==> src/rtl/tsw_pkg.sv <==
package tsw_pkg;

    // Whether an epoch word is owed ahead of the next hit word
    typedef enum logic {
        ST_SYNCED    = 1'b0,
        ST_EPOCH_DUE = 1'b1
    } tsw_state_e;

    localparam logic TAG_HIT   = 1'b0;
    localparam logic TAG_EPOCH = 1'b1;

endpackage

==> src/rtl/tsw_timebase.sv <==
module tsw_timebase #(
    parameter int COARSE_W = 11,
    parameter int EPOCH_W  = 28
) (
    input  logic                clk,
    input  logic                rst_n,
    output logic [COARSE_W-1:0] coarse,
    output logic [EPOCH_W-1:0]  epoch,
    output logic                wrap
);

    logic [COARSE_W-1:0] coarse_q;
    logic [EPOCH_W-1:0]  epoch_q;

    // The coarse value is at its top code, so it wraps at this edge
    assign wrap = &coarse_q;

    always_ff @(posedge clk) begin
        if (!rst_n) begin
            coarse_q <= '0;
            epoch_q  <= '0;
        end else begin
            coarse_q <= coarse_q + 1'b1;
            if (wrap) begin
                epoch_q <= epoch_q + 1'b1;
            end
        end
    end

    assign coarse = coarse_q;
    assign epoch  = epoch_q;

endmodule

==> src/rtl/tsw_record_fsm.sv <==
module tsw_record_fsm
    import tsw_pkg::*;
#(
    parameter int COARSE_W = 11,
    parameter int EPOCH_W  = 28,
    parameter int FINE_W   = 10,
    parameter int WORD_W   = 29
) (
    input  logic                clk,
    input  logic                rst_n,
    input  logic                hit_valid,
    input  logic [FINE_W-1:0]   hit_fine,
    input  logic [COARSE_W-1:0] coarse,
    input  logic [EPOCH_W-1:0]  epoch,
    input  logic                wrap,
    output logic [1:0]          wr_cnt,
    output logic [WORD_W-1:0]   wr_word0,
    output logic [WORD_W-1:0]   wr_word1
);

    tsw_state_e state_q;
    tsw_state_e state_d;
    logic [WORD_W-1:0] hit_word;
    logic [WORD_W-1:0] epoch_word;

    // Record formatting
    always_comb begin
        hit_word                      = '0;
        hit_word[WORD_W-1]            = TAG_HIT;
        hit_word[FINE_W-1:0]          = hit_fine;
        hit_word[FINE_W +: COARSE_W]  = coarse;
        epoch_word                    = '0;
        epoch_word[WORD_W-1]          = TAG_EPOCH;
        epoch_word[EPOCH_W-1:0]       = epoch;
    end

    // State register
    always_ff @(posedge clk) begin
        if (!rst_n) begin
            state_q <= ST_EPOCH_DUE;
        end else begin
            state_q <= state_d;
        end
    end

    // Next state and write lanes
    always_comb begin
        state_d  = state_q;
        wr_cnt   = 2'd0;
        wr_word0 = hit_word;
        wr_word1 = hit_word;
        unique case (state_q)
            ST_SYNCED: begin
                if (hit_valid) begin
                    wr_cnt = 2'd1;
                end
                if (wrap) begin
                    state_d = ST_EPOCH_DUE;
                end
            end
            ST_EPOCH_DUE: begin
                if (hit_valid) begin
                    wr_cnt   = 2'd2;
                    wr_word0 = epoch_word;
                    wr_word1 = hit_word;
                    if (!wrap) begin
                        state_d = ST_SYNCED;
                    end
                end
            end
            default: begin
                state_d = ST_EPOCH_DUE;
            end
        endcase
    end

endmodule

==> src/rtl/tsw_ring.sv <==
module tsw_ring #(
    parameter int WORD_W = 29,
    parameter int DEPTH  = 16,
    parameter int LVL_W  = $clog2(DEPTH) + 1
) (
    input  logic              clk,
    input  logic              rst_n,
    input  logic [1:0]        wr_cnt,
    input  logic [WORD_W-1:0] wr_word0,
    input  logic [WORD_W-1:0] wr_word1,
    input  logic              rd_en,
    output logic [WORD_W-1:0] rd_data,
    output logic              empty,
    output logic              full,
    output logic [LVL_W-1:0]  level,
    output logic              overrun
);

    localparam int AW = $clog2(DEPTH);
    localparam int SW = LVL_W + 1;
    localparam logic [SW-1:0] DEPTH_S = SW'(DEPTH);

    logic [WORD_W-1:0] mem [DEPTH];
    logic [AW-1:0]     wr_ptr_q;
    logic [AW-1:0]     rd_ptr_q;
    logic [LVL_W-1:0]  level_q;
    logic              overrun_q;

    logic              pop;
    logic [SW-1:0]     sum;
    logic [SW-1:0]     drop;

    always_comb begin
        pop  = rd_en && (level_q != '0);
        sum  = {1'b0, level_q} - SW'(pop) + SW'(wr_cnt);
        drop = (sum > DEPTH_S) ? (sum - DEPTH_S) : '0;
    end

    always_ff @(posedge clk) begin
        if (!rst_n) begin
            wr_ptr_q  <= '0;
            rd_ptr_q  <= '0;
            level_q   <= '0;
            overrun_q <= 1'b0;
        end else begin
            wr_ptr_q <= wr_ptr_q + AW'(wr_cnt);
            rd_ptr_q <= rd_ptr_q + AW'(pop) + AW'(drop);
            level_q  <= LVL_W'(sum - drop);
            if (drop != '0) begin
                overrun_q <= 1'b1;
            end
        end
    end

    always_ff @(posedge clk) begin
        if (wr_cnt != 2'd0) begin
            mem[wr_ptr_q] <= wr_word0;
        end
        if (wr_cnt == 2'd2) begin
            mem[wr_ptr_q + AW'(1)] <= wr_word1;
        end
    end

    assign empty   = (level_q == '0);
    assign full    = (level_q == LVL_W'(DEPTH));
    assign level   = level_q;
    assign overrun = overrun_q;
    assign rd_data = empty ? '0 : mem[rd_ptr_q];

endmodule

==> src/rtl/tstamp_ring_writer.sv <==
module tstamp_ring_writer #(
    parameter int COARSE_W = 11,
    parameter int EPOCH_W  = 28,
    parameter int FINE_W   = 10,
    parameter int DEPTH    = 16,
    localparam int PAY_W   = (EPOCH_W > COARSE_W + FINE_W) ? EPOCH_W : (COARSE_W + FINE_W),
    localparam int WORD_W  = PAY_W + 1,
    localparam int LVL_W   = $clog2(DEPTH) + 1
) (
    input  logic              clk,
    input  logic              rst_n,
    input  logic              hit_valid,
    input  logic [FINE_W-1:0] hit_fine,
    input  logic              rd_en,
    output logic [WORD_W-1:0] rd_data,
    output logic              rd_empty,
    output logic              rd_full,
    output logic [LVL_W-1:0]  rd_level,
    output logic              overrun
);

    logic [COARSE_W-1:0] coarse;
    logic [EPOCH_W-1:0]  epoch;
    logic                wrap;
    logic [1:0]          wr_cnt;
    logic [WORD_W-1:0]   wr_word0;
    logic [WORD_W-1:0]   wr_word1;

    tsw_timebase #(
        .COARSE_W (COARSE_W),
        .EPOCH_W  (EPOCH_W)
    ) u_timebase (
        .clk    (clk),
        .rst_n  (rst_n),
        .coarse (coarse),
        .epoch  (epoch),
        .wrap   (wrap)
    );

    tsw_record_fsm #(
        .COARSE_W (COARSE_W),
        .EPOCH_W  (EPOCH_W),
        .FINE_W   (FINE_W),
        .WORD_W   (WORD_W)
    ) u_fsm (
        .clk       (clk),
        .rst_n     (rst_n),
        .hit_valid (hit_valid),
        .hit_fine  (hit_fine),
        .coarse    (coarse),
        .epoch     (epoch),
        .wrap      (wrap),
        .wr_cnt    (wr_cnt),
        .wr_word0  (wr_word0),
        .wr_word1  (wr_word1)
    );

    tsw_ring #(
        .WORD_W (WORD_W),
        .DEPTH  (DEPTH),
        .LVL_W  (LVL_W)
    ) u_ring (
        .clk      (clk),
        .rst_n    (rst_n),
        .wr_cnt   (wr_cnt),
        .wr_word0 (wr_word0),
        .wr_word1 (wr_word1),
        .rd_en    (rd_en),
        .rd_data  (rd_data),
        .empty    (rd_empty),
        .full     (rd_full),
        .level    (rd_level),
        .overrun  (overrun)
    );

endmodule

==> config.mk <==
export PLATFORM = sky130hd
export DESIGN_NAME = tstamp_ring_writer
export DESIGN_NICKNAME = d
export VERILOG_FILES = /design/src/rtl/tsw_pkg.sv /design/src/rtl/tsw_timebase.sv /design/src/rtl/tsw_record_fsm.sv /design/src/rtl/tsw_ring.sv /design/src/rtl/tstamp_ring_writer.sv
export SDC_FILE = /design/constraint.sdc
export NUM_CORES = 1
export LEC_CHECK = 0
export ABC_CLOCK_PERIOD_IN_PS = 4800
export BUFFER_PORTS_ARGS = -buffer_cell sky130_fd_sc_hd__clkbuf_2
export CAP_MARGIN = 20
export CORE_MARGIN = 2
export CORE_UTILIZATION = 47
export DETAILED_ROUTE_END_ITERATION = 7
export PLACE_DENSITY = 0.71
export SYNTH_ARGS = -nofsm -noshare
export SYNTH_HDL_FRONTEND = slang
export SYNTH_HIERARCHICAL = 1
export SYNTH_SLANG_ARGS = --single-unit
==> constraint.sdc <==
create_clock -name clk -period 4.8 [get_ports clk]
set_input_delay 0.96 -clock clk [delete_from_list [all_inputs] [get_ports clk]]
set_output_delay 0.96 -clock clk [all_outputs]
set_load 0.005 [all_outputs]
### Word-level counts from Yosys, hierarchy flattened

Memories as Yosys holds them, arrays and structs flattened. A register that Yosys moved wholly into a read port is not among the register bits.
Index checks and enable logic that the tools add are counted.
Widths: inputs -> output; s select.

* register bits after elaboration: 54
* memories: 1
* bits in writable memories: 464
* bits of input ports: 14

Memories
* u_ring.mem: depth 16, bits a word 29, rd ports 1, clocked after memory_dff 1, write ports 2, line tsw_ring.sv:23 `logic [WORD_W-1:0] mem [DEPTH];`

* add/sub/neg operators: 10
* reduce and logical (&&, ||, !) cells: 6
* equal/unequal tests: 2
* bitwise operators: 1
* mux-type cells: 15
* magnitude comparators: 1

Operator list (number)
* $mux 29: 3
* $add 28x1->28 const B: 1
* $add 11x1->11 const B: 1
* $reduce_and 11->1: 1
* $mux 1: 7
* $add 6x2->6: 1
* $gt 6x5->1 const B: 1
* $mux 6: 1
* $reduce_bool 6->1: 1
* $sub 5x1->6: 1
* $sub 6x5->6 const B: 1
* $eq 5x5->1 const B: 1
* $logic_not 5->1: 1
* $reduce_bool 5->1: 1
* $sub 5x5->5: 1
* $add 4x1->4: 1
* $add 4x1->4 const B: 1
* $add 4x2->4: 1
* $add 4x4->4: 1
* $mux 4: 1
* $pmux 2 s2: 1
* $eq 2x2->1 const B: 1
* $mux 2: 1
* $pmux 1 s2: 1
* other kinds (3): 3

### Longest topological paths before layout

Gate-level depths: netlist of run 1.

* word-level depth: 8
* gate-level depth with buffers: 23

### Cells and area by module

The synthesis of run 1 kept the hierarchy.

By module, submodules not included
* tsw_ring: area an instance 24547.3 um^2, sequential area each 14213.6 um^2, cells each 1423, times used 1
* tsw_timebase: area an instance 1874.3 um^2, sequential area each 780.7 um^2, cells each 212, times used 1
* tsw_record_fsm: area an instance 666.9 um^2, sequential area each 20.0 um^2, cells each 67, times used 1

### Worst setup path before layout of run 1

No wires, ideal clock.

* kind: input port to flip-flop
* start point: input port hit_valid
* end point: register u_ring.rd_ptr_q[3]
* setup time: 0.072 ns
* arrival: 4.405 ns
* stages: 20
* slack: 0.324 ns
* cell sequence: nand2_2 buf_6 inv_1 inv_1 ha_1 inv_1 ha_1 a21o_1 a2111oi_0 or3_1 o21a_1 buf_2 nor2_1 ha_1 a21o_1 a31oi_1 nand2_1 mux2_2 o22ai_1 mux2i_1

* cells in the longest elaborated chain, start to end: 6
* elaborated cells on any way between the ends: 8
* those cells by class: add/sub: 3; order compare: 1; mux: 4

RTL lines
* from (decl): line tstamp_ring_writer.sv:12 `input logic hit_valid,`
* $mux 2 *: line tsw_record_fsm.sv:62 `if (hit_valid) begin`
* $pmux 2 s2 *: line tsw_record_fsm.sv:52 `unique case (state_q)`
* via wr_cnt[1]: line tstamp_ring_writer.sv:25 `logic [1:0] wr_cnt;`
* $add 6x2->6 *: line tsw_ring.sv:35 `sum = {1'b0, level_q} - SW'(pop) + SW'(wr_cnt);`
* $sub 6x5->6 / $gt 6x5->1 (equally long branches): line tsw_ring.sv:36 `drop = (sum > DEPTH_S) ? (sum - DEPTH_S) : '0;`
* $mux 6 *: line tsw_ring.sv:36
* $add 4x4->4 *: line tsw_ring.sv:47 `rd_ptr_q <= rd_ptr_q + AW'(pop) + AW'(drop);`
* to (signal assigned): line tsw_ring.sv:47
* to (decl): line tsw_ring.sv:25 `logic [AW-1:0] rd_ptr_q;`

The timed path passes the listed nets; every way through them passes the cells marked *.
A chain may end at the register's enable or synchronous reset.

### Worst setup path after layout of run 1

* start point: register u_ring.level_q[2] (netlist: u_ring/level[2])
* end point: register u_ring.rd_ptr_q[3]

* cells in the longest elaborated chain, start to end: 7
* elaborated cells on any way between the ends: 9
* those cells by class: add/sub: 5; order compare: 1; mux: 1; reduce/logical: 2

RTL lines
* from (decl): line tsw_ring.sv:26 `logic [LVL_W-1:0] level_q;`
* from (signal assigned): line tsw_ring.sv:48 `level_q <= LVL_W'(sum - drop);`
* $reduce_bool 5->1: line tsw_ring.sv:34 `pop = rd_en && (level_q != '0);`
* $logic_and 1x1->1: line tsw_ring.sv:34
* $sub 5x1->6: line tsw_ring.sv:35
* $add 6x2->6: line tsw_ring.sv:35
* $sub 6x5->6 / $gt 6x5->1 (equally long branches): line tsw_ring.sv:36
* $mux 6: line tsw_ring.sv:36
* $add 4x4->4 *: line tsw_ring.sv:47

Every way passes the cells marked *; elsewhere a longest branch is shown, timed or not.

==> impl_metrics.toml, run 1 <==
[floorplan]
die_w_um = 244.1
coreArea_um2 = 56710
num_io_pins = 51
initial_core_util_pct = 47.76
dieHeight_um = 244.1
dieArea_um2 = 59570
rows = 87

[yosys]
netlist_area_um2 = 27090
yosysWarnings = 6
avgSynthCellArea_um2 = 15.92
syn_inst = 1702
ys_ff_latch = 518
ys.flop_type = "edfxtp_1"
synth_edf_count = 464
synth_compound_area_share_pct = 1.737
ys_async_sr_fraction_pct = 0
synthMuxAreaShare_pct = 32.63
synth_top_family_by_area = "multiplexers"
yosys.area_share.adder_pct = 0.8684
yosys.area_share.simple_pct = 4.896
ys_seq_area_share_pct = 55.43
yosys.area_share.xor_xnor_pct = 0.5497
yosysUniqueCellTypes = 55

[critical_path]
critPathMaxFanout = 5
worst-setup-path-type = "flip-flop to flip-flop"
endpoint_kind = "flip-flop"
r2r_slack_ns = 0.40
arrival_ns = 4.93
worstPathRequired_ns = 5.32
start_kind = "flip-flop"
reg2reg_from = "u_ring/level[2]"
regToRegEndpoint = "u_ring/rd_ptr_q[3]"
rr_worst_depth = 20

[global_route]
grt_overflow = 0
grt_max_degree = 72
grt_usage_pct = 23.88
antenna_found_initial = 2
grt_pass1_wl_um = 105400
grt_pass1_vias = 15860

[drt]
vias = 15620
antenna_violating_nets_post_route = 0
drc = 0
wl_per_cell_um = 28.65
vias_per_cell = 6.310
dr.pass1.iters = 5
first_iter_violations = 1557
wl_um = 70930

[timing]
worstMarginPinSlew_ns = 1.179
fmax_ghz = 0.2270
period_needed_ns = 4.405
slew_headroom_pct = 21.15
setup_viol_count_final = 0
hold_viol_final = 0
timing.hold.ws_ns = 0.4766
skew_ns = 0.01839
period_share_pct = 91.77
tns_ns = 0
rsz0062_at_grt = "false"
slew_violations = 0

[place]
hpwl_um = 40500
place.gp.congestion = 0.8915
numPortBuffers = 50
dp.cells = 2376
placed_cell_area_um2 = 28100

[power]
powerDensity_nw_per_um2 = 433.0
intPower_w = 0.009220
ir_worst_vdd_mv = 0.2902
finalPower_w = 0.01291
p_leak_nw = 10.32
p_sw_w = 0.003694
swShare_pct = 28.60
pwr-share-clk_pct = 31.9
p_comb_share_pct = 27.1
power_frac_seq_pct = 41.0

[min_path]
min_to = "u_ring/overrun"
hp-class = "flip-flop to flip-flop"
hold_path_depth = 1
hold_start = "u_ring/overrun"

[final_layout]
area_growth_pct = 10.11
drive_above_1_share_pct = 50.23
final_nets = 1707
fillers = 4531
regArea_um2 = 15020
diodes = 0
stdcell_count = 2476
final_cell_mix = "mux2_2 (467), edfxtp_1 (464), mux4_2 (145)"
layout_commonest_cell = "mux2_2"
stdcell_area_um2 = 29830
multiInputGateArea_um2 = 11250

[clocking]
cts_resized = 0
cts_tree = "built"
insertion_delay_ns = 0.61
clkSlewWorstSetupHoldPaths_ns = 0.06
numCtsBuffers = 54
cts_max_level = 2
postCtsSetupRepairBufs = 0
cts_root_buf = "clkbuf_16"
clock-sinks = 518
postCtsHoldBufs = 0
clockBufferDepth = 3

[job]
maxCapViolations = 0

[outcome]
status = "finished clean"
-- synth_stat cells (all sizes together), types with 16 or more instances --
cell / number / area (um^2)
o21ai: 18 / 90.09
and3: 16 / 112.6
buf: 98 / 624.3
edfxtp: 464 / 13930
a21oi: 33 / 165.2
mux4: 145 / 3266
nand2: 41 / 156.4
dfxtp: 54 / 1081
nor2b: 40 / 250.2
inv: 17 / 63.81
clkbuf: 90 / 357.9
nor2: 38 / 142.6
mux2: 486 / 5544
-- worst max-delay path by stage --
stage,depth (start not counted),to,startpoint
final,20,u_ring/rd_ptr_q[3],u_ring/level[2]
after global routing,22,u_ring/rd_ptr_q[3],u_ring/level[2]
after CTS,20,u_ring/rd_ptr_q[3],u_ring/level[2]
after detailed placement,19,u_ring/rd_ptr_q[3],hit_valid
after global placement,21,u_ring/rd_ptr_q[3],hit_valid
after floorplan,20,u_ring/rd_ptr_q[3],hit_valid
-- metal layers --
layer / vias to the layer above / GRT usage (%) / share of wire [%]
li1: 6597 / - / -
met1: 8223 / 32.68 / 41
met2: 661 / 38.77 / 48
met3: 141 / 3.786 / 7.1
met4: 2 / 8.537 / 3.3
met5: - / 0 / 0.018
-- registers in the layout (all words and copies together) (netlist names) --
name,flops
u_ring/overrun,1
u_ring/level,5
u_fsm/state_q,1
u_ring/rd_ptr_q,4
u_timebase/epoch,28
u_timebase/coarse,11
u_ring/wr_ptr_q,4
u_ring/mem,464
-- power groups by stage --
stage | Clock, W | Combinational, W | Sequential [W]
3_5_place_dp | 0 | 0.00352 | 0.00539
5_1_grt | 0.00436 | 0.00375 | 0.00531
4_1_cts | 0.00420 | 0.00353 | 0.00530
3_3_place_gp | 0 | 0.00347 | 0.00538
2_1_floorplan | 0 | 0.00256 | 0.00519
6_report | 0.00412 | 0.00349 | 0.00529
-- per-stage QoR --
| stage | utilization, % | worst slack (ns) |
|---|---|---|
| 2_1_floorplan | - | 0.3238 |
| 3_3_place_gp | 49.55 | 0.2852 |
| 3_5_place_dp | 49.55 | 0.1420 |
| 4_1_cts | 52.59 | 0.4678 |
| 5_1_grt | 52.59 | 0.1277 |
| 6_report | 52.59 | 0.3952 |
-- final cells by class --
cell class,instances,area share (%)
Tap cell,756,3.171
Multi-Input combinational cell,986,37.71
Clock inverter,16,0.4405
Clock buffer,84,5.349
Inverter,17,0.2139
Timing Repair Buffer,99,2.744
Sequential cell,518,50.37
-- worst max-delay path: stages (launching register included) --
cell and delay, ns:
dfxtp_1 0.32, inv_1 0.10, ha_1 0.20, nor4b_4 0.22, nand2b_1 0.19, nand2b_1 0.20, o21ai_0 0.12, ha_1 0.23
fa_1 0.43, a21oi_1 0.17, o21bai_1 0.10, xnor2_1 0.22, o21a_1 0.24, nor2_1 0.08, ha_1 0.35, a21o_1 0.18
a31oi_1 0.20, nand2_1 0.10, mux2_2 0.29, o22ai_1 0.21, mux2i_1 0.22
-- cell families after synthesis --
family                   count (synthesis)
AO/OA/AOI/OAI                           80
flip-flops                             518
adder cells (fa/ha/maj)                 17
multiplexers                           634
AND/OR/NAND/NOR                        229
other                                    2
XOR/XNOR                                17
buffers and inverters                  205
Note: power is estimated with default switching activity, not from simulation.
==> run 2: changes to the inputs <==
--- a/config.mk
+++ b/config.mk
@@ -8,6 +8,7 @@
 export ABC_CLOCK_PERIOD_IN_PS = 4800
 export BUFFER_PORTS_ARGS = -buffer_cell sky130_fd_sc_hd__clkbuf_2
 export CAP_MARGIN = 20
+export CORE_ASPECT_RATIO = 1.1
 export CORE_MARGIN = 2
 export CORE_UTILIZATION = 47
 export DETAILED_ROUTE_END_ITERATION = 7
==> impl_metrics.toml, run 2 (synthesis results as in run 1) <==
[final_layout]
final_nets = 1714
final_cell_mix = "mux2_2 (467), edfxtp_1 (464), mux4_2 (145)"
diodes = 0
fin_util_pct = 52.38
fillers = 4612
largest_reg_flops = 464
drive_above_1_share_pct = 50.52
layout_commonest_cell = "mux2_2"
largest-register = "u_ring/mem"
area_growth_pct = 10.41
multiInputGateArea_um2 = 11250
regArea_um2 = 15020

[critical_path]
cpMostUsedCell = "ha_1"
worst-setup-path-type = "flip-flop to flip-flop"
start_kind = "flip-flop"
endpoint_kind = "flip-flop"
crit_slowest_cell = "fa_1"
crit_chain = "inv_1 -> ha_1 -> nor4b_4 -> nand2b_1 -> nand2b_1 -> o21ai_0 -> ha_1 -> fa_1 -> a21oi_1 -> o21bai_1 -> xnor2_1 -> o21a_1 -> nor2_1 -> ha_1 -> a21o_1 -> a31oi_1 -> nand2_1 -> mux2_2 -> o22ai_1 -> mux2i_1"
worstPathRequired_ns = 5.32
arrival_ns = 4.90
crit_path_max_incr_delay_ns = 0.41
critPathMaxFanout = 6

[timing]
rsz0062_at_grt = "false"
skew_ns = 0.02880
slew_violations = 0
fmax_ghz = 0.2285
period_share_pct = 91.16
worstMarginPinSlew_ns = 1.043
tns_ns = 0
layout_setup_ws_ns = 0.4242
setup_viol_count_final = 0
period_needed_ns = 4.376
hold_viol_final = 0
slew_headroom_pct = 30.48

[drt]
antenna_violating_nets_post_route = 0
drc = 0
dr.pass1.iters = 7
vias = 15690
wl_um = 73210
first_iter_violations = 1828
vias_per_cell = 6.332
wl_per_cell_um = 29.54

[floorplan]
die_w_um = 232.9
rows = 92
dieHeight_um = 255.8
dieArea_um2 = 59570
initial_core_util_pct = 47.44
coreArea_um2 = 57090
num_io_pins = 51

[power]
power_frac_seq_pct = 41.2
finalPower_w = 0.01282
powerDensity_nw_per_um2 = 428.7
pwr-share-clk_pct = 31.5
p_sw_w = 0.003721
swShare_pct = 29.02
p_comb_share_pct = 27.2
p_leak_nw = 10.37
ir_worst_vdd_mv = 0.2762
intPower_w = 0.009102

[outcome]
status = "finished clean"

[clocking]
clock-sinks = 518
postCtsHoldBufs = 0
clockBufferDepth = 3
insertion_delay_ns = 0.63
clkSlewWorstSetupHoldPaths_ns = 0.06
numCtsBuffers = 53
cts_max_level = 2
cts_tree = "built"
cts_resized = 0
postCtsSetupRepairBufs = 0
cts_root_buf = "clkbuf_16"

[min_path]
hp-class = "flip-flop to flip-flop"

[job]
maxCapViolations = 0

[global_route]
grt_pass1_vias = 16190
grt_max_degree = 55
grt_usage_pct = 24.82
antenna_found_initial = 2
grt_pass1_wl_um = 108200
grt_overflow = 0

[place]
place.gp.congestion = 0.8374
numPortBuffers = 50
hpwl_um = 42270
dp_slack_ns = 0.1673
## run 2: final timing paths
| check | start | to | slack (ns) | cells after the start |
|---|---|---|---|---|
| setup / recovery | u_ring/level[2] | u_ring/rd_ptr_q[3] | 0.42 | 20 |
| hold / removal | u_ring/overrun | u_ring/overrun | 0.47 | 1 |
| setup reg to reg | u_ring/level[2] | u_ring/rd_ptr_q[3] | 0.42 | 20 |
| hold reg to reg | u_ring/overrun | u_ring/overrun | 0.47 | 1 |
## run 2: worst max-delay path: cells and delay by family (launching register included)
kind                     cells  cell delay [ns]
buffers and inverters        1             0.08
AND/OR/NAND/NOR              5             0.82
adder cells (fa/ha/maj)      4             1.17
AO/OA/AOI/OAI                7             1.20
XOR/XNOR                     1             0.21
multiplexers                 2             0.49
flip-flops                   1             0.32
## run 2: area by class of cell
type                            count  area share [%]
Timing Repair Buffer              107           3.221
Multi-Input combinational cell    986           37.60
Inverter                           17          0.2134
Clock inverter                     31          0.9036
Sequential cell                   518           50.23
Tap cell                          752           3.146
Clock buffer                       67           4.677
## run 2: metrics by stage
step / hold slack [ns] / std cells / instance area (um^2)
after CTS: 0.4744 / 2475 / 29830
after detailed placement: 0.4603 / 2377 / 28160
final: 0.4709 / 2478 / 29910
after global placement: 0.4579 / 2376 / 28140
after global routing: 0.5069 / 2478 / 29910
after floorplan: 0.4409 / 1709 / 27110
## run 2: power groups by stage
stage	clock network (W)	registers [W]	logic [W]
after floorplan	0	0.00519	0.00256
after global placement	0	0.00538	0.00347
after detailed placement	0	0.00538	0.00352
after CTS	0.00410	0.00529	0.00353
after global routing	0.00427	0.00531	0.00375
final	0.00404	0.00529	0.00349
## run 2: routing by layer
| metal | vias up | global-route usage [%] | wire [um] |
|---|---|---|---|
| met2 | 660 | 40.29 | 35840 |
| met1 | 8245 | 33.80 | 29410 |
| met3 | 147 | 4.579 | 5623 |
| met4 | 4 | 8.068 | 2309 |
| li1 | 6635 | - | - |
| met5 | - | 0 | 27 |
